==> src/rtl/flash_wr_gate_pkg.sv <==
package flash_wr_gate_pkg;
    typedef enum logic [2:0] {
        ST_LOCK,
        ST_WAIT_IDLE,
        ST_IDLE,
        ST_ACTIVE,
        ST_DRAIN
    } fwg_state_e;
endpackage

==> src/rtl/fwg_deglitch.sv <==
module fwg_deglitch #(
    parameter int   MIN_PULSE = 3,
    parameter logic RST_LVL   = 1'b1
) (
    input  logic clk,
    input  logic rst_n,
    input  logic raw,
    output logic filt
);
    localparam int CW = (MIN_PULSE > 1) ? $clog2(MIN_PULSE) : 1;

    generate
        if (MIN_PULSE <= 1) begin : g_pass
            always_ff @(posedge clk or negedge rst_n) begin
                if (!rst_n) filt <= RST_LVL;
                else        filt <= raw;
            end
        end else begin : g_count
            logic [CW-1:0] cnt;
            always_ff @(posedge clk or negedge rst_n) begin
                if (!rst_n) begin
                    filt <= RST_LVL;
                    cnt  <= '0;
                end else if (raw == filt) begin
                    cnt <= '0;
                end else if (cnt == CW'(MIN_PULSE - 1)) begin
                    filt <= raw;
                    cnt  <= '0;
                end else begin
                    cnt <= cnt + 1'b1;
                end
            end
        end
    endgenerate

    // a new filtered level must match the raw level seen on the previous edge
    assert_filter_settled_R7: assert property (@(posedge clk) disable iff (!rst_n)
        (filt != $past(filt)) |-> (filt == $past(raw)));
endmodule

==> src/rtl/fwg_ctrl.sv <==
module fwg_ctrl
    import flash_wr_gate_pkg::*;
#(
    parameter int IDLE_CYC = 16
) (
    input  logic clk,
    input  logic rst_n,
    input  logic ce_f,
    input  logic we_f,
    input  logic oe_f,
    input  logic supply_low,
    output logic commit,
    output logic cmd_wr,
    output logic force_read
);
    localparam int ICW = (IDLE_CYC > 1) ? $clog2(IDLE_CYC + 1) : 1;

    fwg_state_e    state, nxt;
    logic [ICW-1:0] idle_cnt;

    // state register and idle-window counter
    always_ff @(posedge clk or negedge rst_n) begin
        if (!rst_n) begin
            state    <= ST_LOCK;
            idle_cnt <= '0;
        end else begin
            state <= nxt;
            if (state == ST_WAIT_IDLE && we_f && !supply_low) idle_cnt <= idle_cnt + 1'b1;
            else                                              idle_cnt <= '0;
        end
    end

    // next-state and commit decision
    always_comb begin
        nxt    = state;
        commit = 1'b0;
        unique case (state)
            ST_LOCK:      if (!supply_low) nxt = ST_WAIT_IDLE;
            ST_WAIT_IDLE: if (we_f && idle_cnt == ICW'(IDLE_CYC - 1)) nxt = ST_IDLE;
            ST_IDLE:      if (!ce_f && !we_f && oe_f) nxt = ST_ACTIVE;
            ST_ACTIVE: begin
                if (!oe_f) begin
                    nxt = ST_DRAIN;
                end else if (we_f || ce_f) begin
                    nxt    = ST_IDLE;
                    commit = 1'b1;
                end
            end
            ST_DRAIN:     if (we_f || ce_f) nxt = ST_IDLE;
            default:      nxt = ST_LOCK;
        endcase
        if (supply_low) begin
            nxt    = ST_LOCK;
            commit = 1'b0;
        end
    end

    // registered outputs
    always_ff @(posedge clk or negedge rst_n) begin
        if (!rst_n) begin
            cmd_wr     <= 1'b0;
            force_read <= 1'b1;
        end else begin
            cmd_wr     <= commit;
            force_read <= (nxt == ST_LOCK);
        end
    end

    assert_stb_pulse_R10: assert property (@(posedge clk) disable iff (!rst_n)
        cmd_wr |=> !cmd_wr);
    assert_lock_blocks_R3: assert property (@(posedge clk) disable iff (!rst_n)
        supply_low |=> (!cmd_wr && force_read));
    assert_oe_inhibit_R2: assert property (@(posedge clk) disable iff (!rst_n)
        cmd_wr |-> $past(oe_f));
    assert_commit_edge_R8: assert property (@(posedge clk) disable iff (!rst_n)
        commit |-> ((we_f || ce_f) && $past(!we_f && !ce_f)));
    assert_stb_not_locked_R3: assert property (@(posedge clk) disable iff (!rst_n)
        cmd_wr |-> !force_read);
endmodule

==> src/rtl/fwg_latch.sv <==
module fwg_latch #(
    parameter int ADDR_W = 18,
    parameter int DATA_W = 16
) (
    input  logic              clk,
    input  logic              rst_n,
    input  logic              load,
    input  logic [ADDR_W-1:0] a_in,
    input  logic [DATA_W-1:0] d_in,
    output logic [ADDR_W-1:0] a_q,
    output logic [DATA_W-1:0] d_q
);
    always_ff @(posedge clk or negedge rst_n) begin
        if (!rst_n) begin
            a_q <= '0;
            d_q <= '0;
        end else if (load) begin
            a_q <= a_in;
            d_q <= d_in;
        end
    end

    // captured values change only on a commit
    assert_hold_R8: assert property (@(posedge clk) disable iff (!rst_n)
        !$past(load) |-> ($stable(a_q) && $stable(d_q)));
endmodule

==> src/rtl/flash_wr_gate.sv <==
module flash_wr_gate #(
    parameter int ADDR_W    = 18,
    parameter int DATA_W    = 16,
    parameter int MIN_PULSE = 3,
    parameter int IDLE_CYC  = 16
) (
    input  logic              clk,
    input  logic              rst_n,
    input  logic              ce_n,
    input  logic              we_n,
    input  logic              oe_n,
    input  logic              supply_low,
    input  logic [ADDR_W-1:0] bus_addr,
    input  logic [DATA_W-1:0] bus_data,
    output logic              cmd_wr,
    output logic [ADDR_W-1:0] cmd_addr,
    output logic [DATA_W-1:0] cmd_data,
    output logic              force_read
);
    localparam int NPIN = 3;

    logic [NPIN-1:0] pin_raw, pin_filt;
    logic            commit;

    assign pin_raw = {oe_n, we_n, ce_n};

    generate
        for (genvar i = 0; i < NPIN; i++) begin : g_pin
            fwg_deglitch #(.MIN_PULSE(MIN_PULSE), .RST_LVL(1'b1)) u_dg (
                .clk (clk),
                .rst_n(rst_n),
                .raw (pin_raw[i]),
                .filt(pin_filt[i])
            );
        end
    endgenerate

    fwg_ctrl #(.IDLE_CYC(IDLE_CYC)) u_ctrl (
        .clk       (clk),
        .rst_n     (rst_n),
        .ce_f      (pin_filt[0]),
        .we_f      (pin_filt[1]),
        .oe_f      (pin_filt[2]),
        .supply_low(supply_low),
        .commit    (commit),
        .cmd_wr    (cmd_wr),
        .force_read(force_read)
    );

    fwg_latch #(.ADDR_W(ADDR_W), .DATA_W(DATA_W)) u_latch (
        .clk  (clk),
        .rst_n(rst_n),
        .load (commit),
        .a_in (bus_addr),
        .d_in (bus_data),
        .a_q  (cmd_addr),
        .d_q  (cmd_data)
    );
endmodule

==> config.mk <==
export PLATFORM = sky130hd
export DESIGN_NAME = flash_wr_gate
export DESIGN_NICKNAME = d
export VERILOG_FILES = /design/src/rtl/flash_wr_gate_pkg.sv /design/src/rtl/fwg_deglitch.sv /design/src/rtl/fwg_ctrl.sv /design/src/rtl/fwg_latch.sv /design/src/rtl/flash_wr_gate.sv
export SDC_FILE = /design/constraint.sdc
export NUM_CORES = 1
export LEC_CHECK = 0
export CAP_MARGIN = 20
export CORE_MARGIN = 2
export CORE_UTILIZATION = 36
export CTS_BUF_LIST = sky130_fd_sc_hd__clkbuf_2
export DETAILED_ROUTE_END_ITERATION = 10
export DONT_BUFFER_PORTS = 1
export PLACE_DENSITY = 0.53
export SYNTH_ARGS = -nofsm -noshare
export SYNTH_HDL_FRONTEND = slang
export SYNTH_SLANG_ARGS = --single-unit
==> constraint.sdc <==
create_clock -name clk -period 3.6 [get_ports clk]
set_clock_uncertainty 0.15 [all_clocks]
set_input_delay 0.18 -clock clk [delete_from_list [all_inputs] [get_ports clk]]
set_output_delay 0.18 -clock clk [all_outputs]
set_load 0.005 [all_outputs]
# Yosys cells after proc, flatten, opt, wreduce, memory -nomap -nowiden
# Cells that the tools add are included.
[classes]
muxes = 17
n_reduce_logical = 14
n_addsub = 4
bitwise = 3
eq_ne = 11
[ops]
columns = ["op", "n"]
rows = [
  ["3-bit two-way mux", 5],
  ["3-bit case mux with 5 select lines", 1],
  ["2-bit two-way mux", 6],
  ["2-bit by 1-bit adder with 2-bit output, second input constant", 3],
  ["2-bit == test, second input constant", 3],
  ["3-bit by 2-bit == test with 1-bit output, second input constant", 2],
  ["3-bit zero test", 2],
  ["2-bit AND reduction", 3],
  ["5-bit by 1-bit adder with 5-bit output, second input constant", 1],
  ["5-bit by 4-bit == test with 1-bit output, second input constant", 1],
  ["1-bit logical AND", 5],
  ["5-bit two-way mux", 1],
  ["1-bit two-way mux", 4],
  ["1-bit == test", 3],
  ["3-bit by 1-bit == test with 1-bit output, second input constant", 1],
  ["3-bit == test, second input constant", 1],
  ["1-bit zero test", 3],
  ["1-bit inverter", 3],
  ["1-bit logical OR", 1],
]
[totals]
register_bits = 53
output_inout_bits = 36
word_cells = 61

# Depth between registers and ports, before layout
# Gate-level depths: netlist (run 1).
[logic_depth]
ltp_word = 7
depth_mapped = 5
mapped_depth_nobuf = 5

# Hierarchy
# From an unflattened synthesis (run 1), not the netlist that was laid out.
[unflattened]
cells_unflattened = 136
hier_area_um2 = 2239.6
[modules_own_cells]
columns = ["module", "area_each_um2", "cells_per_inst", "n_inst"]
rows = [
  ["fwg_latch", 1417.6, 72, 1],
  ["fwg_ctrl", 442.9, 40, 1],
  ["fwg_deglitch", 126.4, 8, 3],
]

# Worst setup path after synthesis (run 1)
# Ideal clock, no wire load.
[synth_timing]
path_type = "register -> register"
startpoint = "reg g_pin[1].u_dg.filt"
endpoint = "reg u_latch.a_q[15]"
setup_slack_ns = 1.684
synth_period_minus_slack_ns = 1.916
stages_incl_launch_ff = 5
t_arrival_ns = 1.641
setup_ns = 0.125
n_path_buf = 1
path_cell_list = "dfstp_2 -> nor2_2 -> nor4_4 -> buf_6 -> mux2_2"
[synth_between]
elab_chain_len = 5
[synth_lines]
columns = ["element", "line", "rtl"]
rows = [
  ["start: declaration", "fwg_deglitch.sv:8", "output logic filt"],
  ["start signal: assignment", "fwg_deglitch.sv:27", "filt <= raw;"],
  ["1-bit logical OR", "fwg_ctrl.sv:44", "end else if (we_f || ce_f) begin"],
  ["1-bit two-way mux", "fwg_ctrl.sv:44", ""],
  ["1-bit two-way mux", "fwg_ctrl.sv:42", "if (!oe_f) begin"],
  ["1-bit two-way mux", "fwg_ctrl.sv:37", "unique case (state)"],
  ["1-bit two-way mux", "fwg_ctrl.sv:52", "if (supply_low) begin"],
  ["end signal: assignment", "fwg_latch.sv:18", "a_q <= a_in;"],
  ["end: declaration", "fwg_latch.sv:10", "output logic [ADDR_W-1:0] a_q,"],
]
# No other way between the ends.
# A chain may end at the register's enable or synchronous reset.

# Worst setup path after layout (run 1)
[layout_timing]
startpoint = "reg g_pin[1].u_dg.filt"
endpoint = "reg u_latch.d_q[8]"
[layout_between]
elab_chain_len = 5
[layout_lines]
columns = ["element", "line", "rtl"]
rows = [
  ["1-bit logical OR", "fwg_ctrl.sv:44", ""],
  ["1-bit two-way mux", "fwg_ctrl.sv:44", ""],
  ["1-bit two-way mux", "fwg_ctrl.sv:42", ""],
  ["1-bit two-way mux", "fwg_ctrl.sv:37", ""],
  ["1-bit two-way mux", "fwg_ctrl.sv:52", ""],
  ["end signal: assignment", "fwg_latch.sv:19", "d_q <= d_in;"],
  ["end: declaration", "fwg_latch.sv:11", "output logic [DATA_W-1:0] d_q"],
]
# No other way between the ends.

==> flow_summary.yaml, run 1 <==
die:
  ios: 76
  num_rows: 27
  die_w_microns: 80.0
  dieArea_sq_um: 6400
  die_h_microns: 80.0
  design.core.area_sq_um: 5540
  initial_core_util_pct: 37.5
setup_path:
  worstPathRequired_ps: 3760
  path_cells: "nor2_2 -> nor4_4 -> buf_4 -> mux2_2"
  end_kind: "register"
  arrival_ps: 2210
  setup.worst_path.start_class: "register"
  max_stage_delay_ps: 640
  cp_slowest_cell: "dfstp_2"
  crit_type: "reg2reg"
  critPathMaxFanout: 35
routing:
  vias_per_cell: 4.95
  drtIter0Drc: 23
  first_pass_iters: 4
  wl_mm: 3.74
  drc_errors: 0
  ant_nets: 0
  wire_per_inst_microns: 14.6
  vias: 1267
finish:
  regArea_sq_um: 1330
  drive_above_1_share_pct: 28.8
  final_cell_area_sq_um: 2630
  area_delta_synth_final_pct: 26.5
  multi_input_area_sq_um: 694
  antenna_cells: 0
  n_fill_cell: 489
  final_nets: 225
sta:
  slew_headroom_pct: 70.2
  fin_crit_ps: 2040
  post-route-period-util_pct: 56.8
  hold_viol: 0
  rsz0062_at_grt: "no"
  drv_slew: 0
  tightestPinTransition_ps: 448
  timing.fmax_ghz: 0.489
  fin_setup_tns_ps: 0
  finalSetupViolCount: 0
logic_synthesis:
  synth_top_family_by_area: "multiplexers"
  synthMuxAreaShare_pct: 19.5
  yosysTopAreaCell: "dfrtp_1"
  synth_warnings: 0
  synth_compound_area_share_pct: 3.25
  synthDistinctLibCells: 30
  synth_nets: 180
  synthAdderAreaFrac_pct: 1.20
  synth-main-ff-cell: "dfrtp_1"
  synth-async-reset-ratio_pct: 100
  post-synth-top-area-fraction_pct: 59.0
  synth_cells: 138
  ys_seq_area_share_pct: 64.1
  synth-xor-area-share_pct: 2.11
  syn_area_per_cell_sq_um: 15.1
  synth-edff-count: 0
  synth_area_leaders: "dfrtp_1 (59%), mux2_2 (19%), dfstp_2 (5.1%), xnor2_1 (1.7%), buf_6 (1.6%)"
  ys_seq_elements: 53
  syn_area_sq_um: 2080
  synthSimpleGateAreaFrac_pct: 7.34
clock_network:
  insertion_delay_ps: 410
  clock-root-buffer: "clkbuf_2"
  cts_setup_buffers: 0
  ctsHtreeMaxLevel: 2
  cts.reportedPaths.clkPinSlew_ps: 250
  clk_path_buf_depth: 2
  cts_made_buffers: 5
  postCtsResizedCells: 0
  cts_tree: "built"
  ctsHoldBuffers: 40
  clock-sinks: 53
flow_run:
  drv_cap: 0
global_route:
  grt_overflow: 0
  grt_pass1_vias: 1330
  grt_max_degree: 54
  grt_pass1_wl_mm: 5.89
  track_usage_pct: 12.0
  antenna_found_initial: 0
placed_design:
  placed_cell_area_sq_um: 2140
  dp.final_hpwl_mm: 2.48
  numPortBuffers: 0
  gp_congestion: 0.729
power:
  power.density_nw_per_um2: 461
  peakVddDrop_mv: 0.189
  total_power_mw: 1.21
  p_leak_nw: 1.17
outcome:
  status: "finished clean"
hold_path:
  hold_class: "in2async"
layer usage:
| layer | GRT usage, % | vias to the layer above | share of wire (%) |
|---|---|---|---|
| li1 | - | 572 | - |
| met1 | 12.7 | 634 | 39 |
| met2 | 21.9 | 57 | 52 |
| met3 | 4.07 | 4 | 8.2 |
| met4 | 4.07 | 0 | 1.1 |
| met5 | 0 | - | 0 |
cell usage after synthesis, types with 2 or more instances:
cell type / instances
xnor2_1: 4
nor3b_1: 2
a21oi_1: 2
buf_6: 3
ha_1: 2
nor2b_1: 2
nor2_1: 7
inv_1: 5
mux2_2: 35
dfstp_2: 4
dfrtp_1: 49
nand2_1: 2
nor3_1: 4
area by class of cell:
class                      instances  share of cell area [%]
sequential                        53                    50.6
multi-input combinational         77                    26.4
inverter                           5                   0.714
clock inverter                     2                    1.48
tap                               72                    3.43
clock buffer                       6                    1.14
timing repair buffer              41                    16.2
stage by stage:
| step | setup slack [ps] | utilization, % | hold WS (ps) | std cells |
|---|---|---|---|---|
| floorplan | 1680 | - | -266 | 138 |
| global placement | 1650 | 38.7 | -264 | 208 |
| detailed placement | 1590 | 38.7 | -264 | 208 |
| CTS | 1560 | 47.4 | 18.6 | 256 |
| global route | 1450 | 47.4 | 65.3 | 256 |
| finish | 1560 | 47.4 | 103 | 256 |
path summary, 6_finish.rpt:
check | endpoint | slack (ps) | start | cells past startpoint
worst min-delay path | u_latch.d_q[4] | 100 | rst_n | 2
worst max register to register | u_latch.d_q[8] | 1560 | g_pin[1].u_dg.filt | 4
max in group asynchronous | g_pin[1].u_dg.filt | 2910 | rst_n | 2
worst max-delay path | u_latch.d_q[8] | 1560 | g_pin[1].u_dg.filt | 4
worst min register to register | g_pin[2].u_dg.g_count.cnt[0] | 310 | g_pin[2].u_dg.g_count.cnt[0] | 1
min in group clk | u_latch.d_q[1] | 260 | bus_data[1] | 2
critical path: cells and delay by family (launching register included):
| kind | cells | cell delay, ps |
|---|---|---|
| buffers and inverters | 1 | 440 |
| multiplexers | 1 | 390 |
| flip-flops | 1 | 640 |
| AND/OR/NAND/NOR | 2 | 330 |
report_power, final:
part	internal [mW]	leakage (nW)	switching, mW
clock network	0.122	0.0432	0.172
logic	0.104	0.443	0.0744
registers	0.676	0.681	0.0621
registers in the layout, summed over array words and instances (netlist names):
register and count:
g_pin.u_dg.filt 3, g_pin.u_dg.g_count.cnt 6, u_ctrl.cmd_wr 1, u_ctrl.force_read 1, u_ctrl.idle_cnt 5, u_ctrl.state 3, u_latch.a_q 18, u_latch.d_q 16
cell usage in the layout, fill, tap and decap left out, types with 2 or more instances in the layout:
cell type and count:
dfrtp_1 49, nor3b_1 2, clkbuf_2 6, xnor2_1 4, a21oi_1 2, dfstp_2 4
nor3_1 4, dlygate4sd3_1 39, mux2_2 35, nand2_1 2, nor2_1 7, nor2b_1 2
ha_1 2, inv_1 5
kinds of logic after synthesis:
| kind of cell | Yosys count |
|---|---|
| XOR/XNOR | 5 |
| adder cells (fa/ha/maj) | 2 |
| buffers and inverters | 8 |
| AO/OA/AOI/OAI | 9 |
| flip-flops | 53 |
| AND/OR/NAND/NOR | 25 |
| multiplexers | 36 |
Power figures use the tool's default switching activity.
==> run 2, diff against run 1 <==
==> constraint.sdc (replaced) <==
create_clock -name clk -period 2.1 [get_ports clk]
set_clock_uncertainty 0.15 [all_clocks]
set_input_delay 0.105 -clock clk [delete_from_list [all_inputs] [get_ports clk]]
set_output_delay 0.105 -clock clk [all_outputs]
set_load 0.005 [all_outputs]
==> run 2 against run 1 <==
Largest power group unchanged. Highest routed layer unchanged. Sequential share of layout area down 0.29 points. Clock power up 72%. Power up 72%. Flip-flop and latch count unchanged. Design area up 0.57%. Combinational power up 70%. First-iteration DRC count up 17%. Sequential power up 72%. Die area unchanged.
==> flow_summary.yaml, run 2 (synthesis gave the netlist of run 1 again) <==
clock_network:
  cts_tree: "built"
  clock-sinks: 53
  clk_path_buf_depth: 2
  insertion_delay_ps: 420
  ctsHtreeMaxLevel: 2
  ctsHoldBuffers: 41
  cts_made_buffers: 5
  cts_setup_buffers: 0
  clock-root-buffer: "clkbuf_2"
  cts.reportedPaths.clkPinSlew_ps: 260
  postCtsResizedCells: 0
global_route:
  grt_pass1_vias: 1319
  grt_max_degree: 54
  antenna_found_initial: 0
  track_usage_pct: 12.6
  grt_overflow: 0
  grt_pass1_wl_mm: 6.22
finish:
  top_register: "u_latch.a_q"
  drive_above_1_share_pct: 28.5
  final_cell_area_sq_um: 2640
  final_common_cell: "dfrtp_1"
  area_delta_synth_final_pct: 27.2
  top_regs: "u_latch.a_q x18, u_latch.d_q x16, g_pin.u_dg.g_count.cnt x6"
  fin_cells: 258
  final_cell_mix: "dfrtp_1 (49), dlygate4sd3_1 (40), mux2_2 (35), nor2_1 (7)"
  final_nets: 227
  antenna_cells: 0
  n_fill_cell: 498
  final_util_pct: 47.7
  largest_reg_flops: 18
placed_design:
  placed_cell_area_sq_um: 2150
  gp_congestion: 0.673
  numPortBuffers: 0
  dp.final_hpwl_mm: 2.43
  dp.cells: 209
  dp_slack_ps: 193
power:
  p_leak_nw: 1.17
  p_int_mw: 1.54
  power.density_nw_per_um2: 787
  switching_share_pct: 26.2
  power_frac_clock_pct: 24.4
  peakVddDrop_mv: 0.435
  seqPwrFrac_pct: 61.0
  p_comb_share_pct: 14.7
  total_power_mw: 2.08
  total_switching_power_mw: 0.545
sta:
  post-route-period-util_pct: 90.4
  tightestPinTransition_ps: 266
  finalSetupViolCount: 0
  setup_slack_ps: 202
  whs_ps: 185
  fin_setup_tns_ps: 0
  slew_headroom_pct: 82.2
  fin_crit_ps: 1900
  rsz0062_at_grt: "no"
  timing.fmax_ghz: 0.527
  hold_viol: 0
  drv_slew: 0
routing:
  vias: 1242
  vias_per_cell: 4.81
  wire_per_inst_microns: 15.1
  drc_errors: 0
  first_pass_iters: 4
  drtIter0Drc: 27
  ant_nets: 0
  wl_mm: 3.91
setup_path:
  max_stage_delay_ps: 640
  critPathMaxFanout: 21
  setup.worst_path.start_class: "register"
  critPathBufInv: 1
  end_kind: "register"
  arrival_ps: 2090
  path_cells: "nor2_2 -> nor4_4 -> buf_4 -> mux2_2"
  worstPathRequired_ps: 2290
  cp_slowest_cell: "dfstp_2"
  critical_path.top_delay_family: "flip-flops"
  crit_type: "reg2reg"
outcome:
  status: "finished clean"
hold_path:
  hold_class: "in2reg"
die:
  dieArea_sq_um: 6400
  design.core.area_sq_um: 5540
  num_rows: 27
  die_h_microns: 80.0
  ios: 76
  die_w_microns: 80.0
  initial_core_util_pct: 37.5
flow_run:
  drv_cap: 0
[run 2: area by class of cell]
| type | count | area [sq um] | share of cell area (%) |
|---|---|---|---|
| clock buffers | 5 | 25.0 | 0.947 |
| clock inverters | 3 | 41.3 | 1.56 |
| inverters | 5 | 18.8 | 0.710 |
| multi-input cells | 77 | 694 | 26.3 |
| flip-flops and latches | 53 | 1330 | 50.4 |
| well taps | 72 | 90.1 | 3.41 |
| repair buffers | 43 | 443 | 16.8 |
[run 2: final timing paths]
kind / slack [ps] / start / to / cells after the start
setup / recovery: 200 / g_pin[1].u_dg.filt / u_latch.d_q[10] / 4
hold / removal: 190 / bus_data[6] / u_latch.d_q[6] / 2
setup reg to reg: 200 / g_pin[1].u_dg.filt / u_latch.d_q[10] / 4
hold reg to reg: 310 / g_pin[2].u_dg.g_count.cnt[0] / g_pin[2].u_dg.g_count.cnt[0] / 1
max in group asynchronous: 950 / rst_n / g_pin[1].u_dg.filt / 3
min in group asynchronous: 560 / rst_n / u_latch.d_q[6] / 3
[run 2: layer usage]
metal / vias to the layer above / GRT usage [%] / wire length [microns]
met5: - / 0 / 0
met4: 0 / 3.56 / 32
li1: 578 / - / -
met1: 608 / 13.0 / 1460
met3: 4 / 5.09 / 355
met2: 52 / 23.1 / 2060
[run 2: power by group through the flow]
stage / Combinational (mW) / Sequential [mW] / Clock, mW
after floorplan: 0.193 / 1.26 / 0
after global placement: 0.207 / 1.28 / 0
after detailed placement: 0.223 / 1.29 / 0
after CTS: 0.311 / 1.27 / 0.538
after global routing: 0.339 / 1.29 / 0.578
final: 0.305 / 1.27 / 0.507
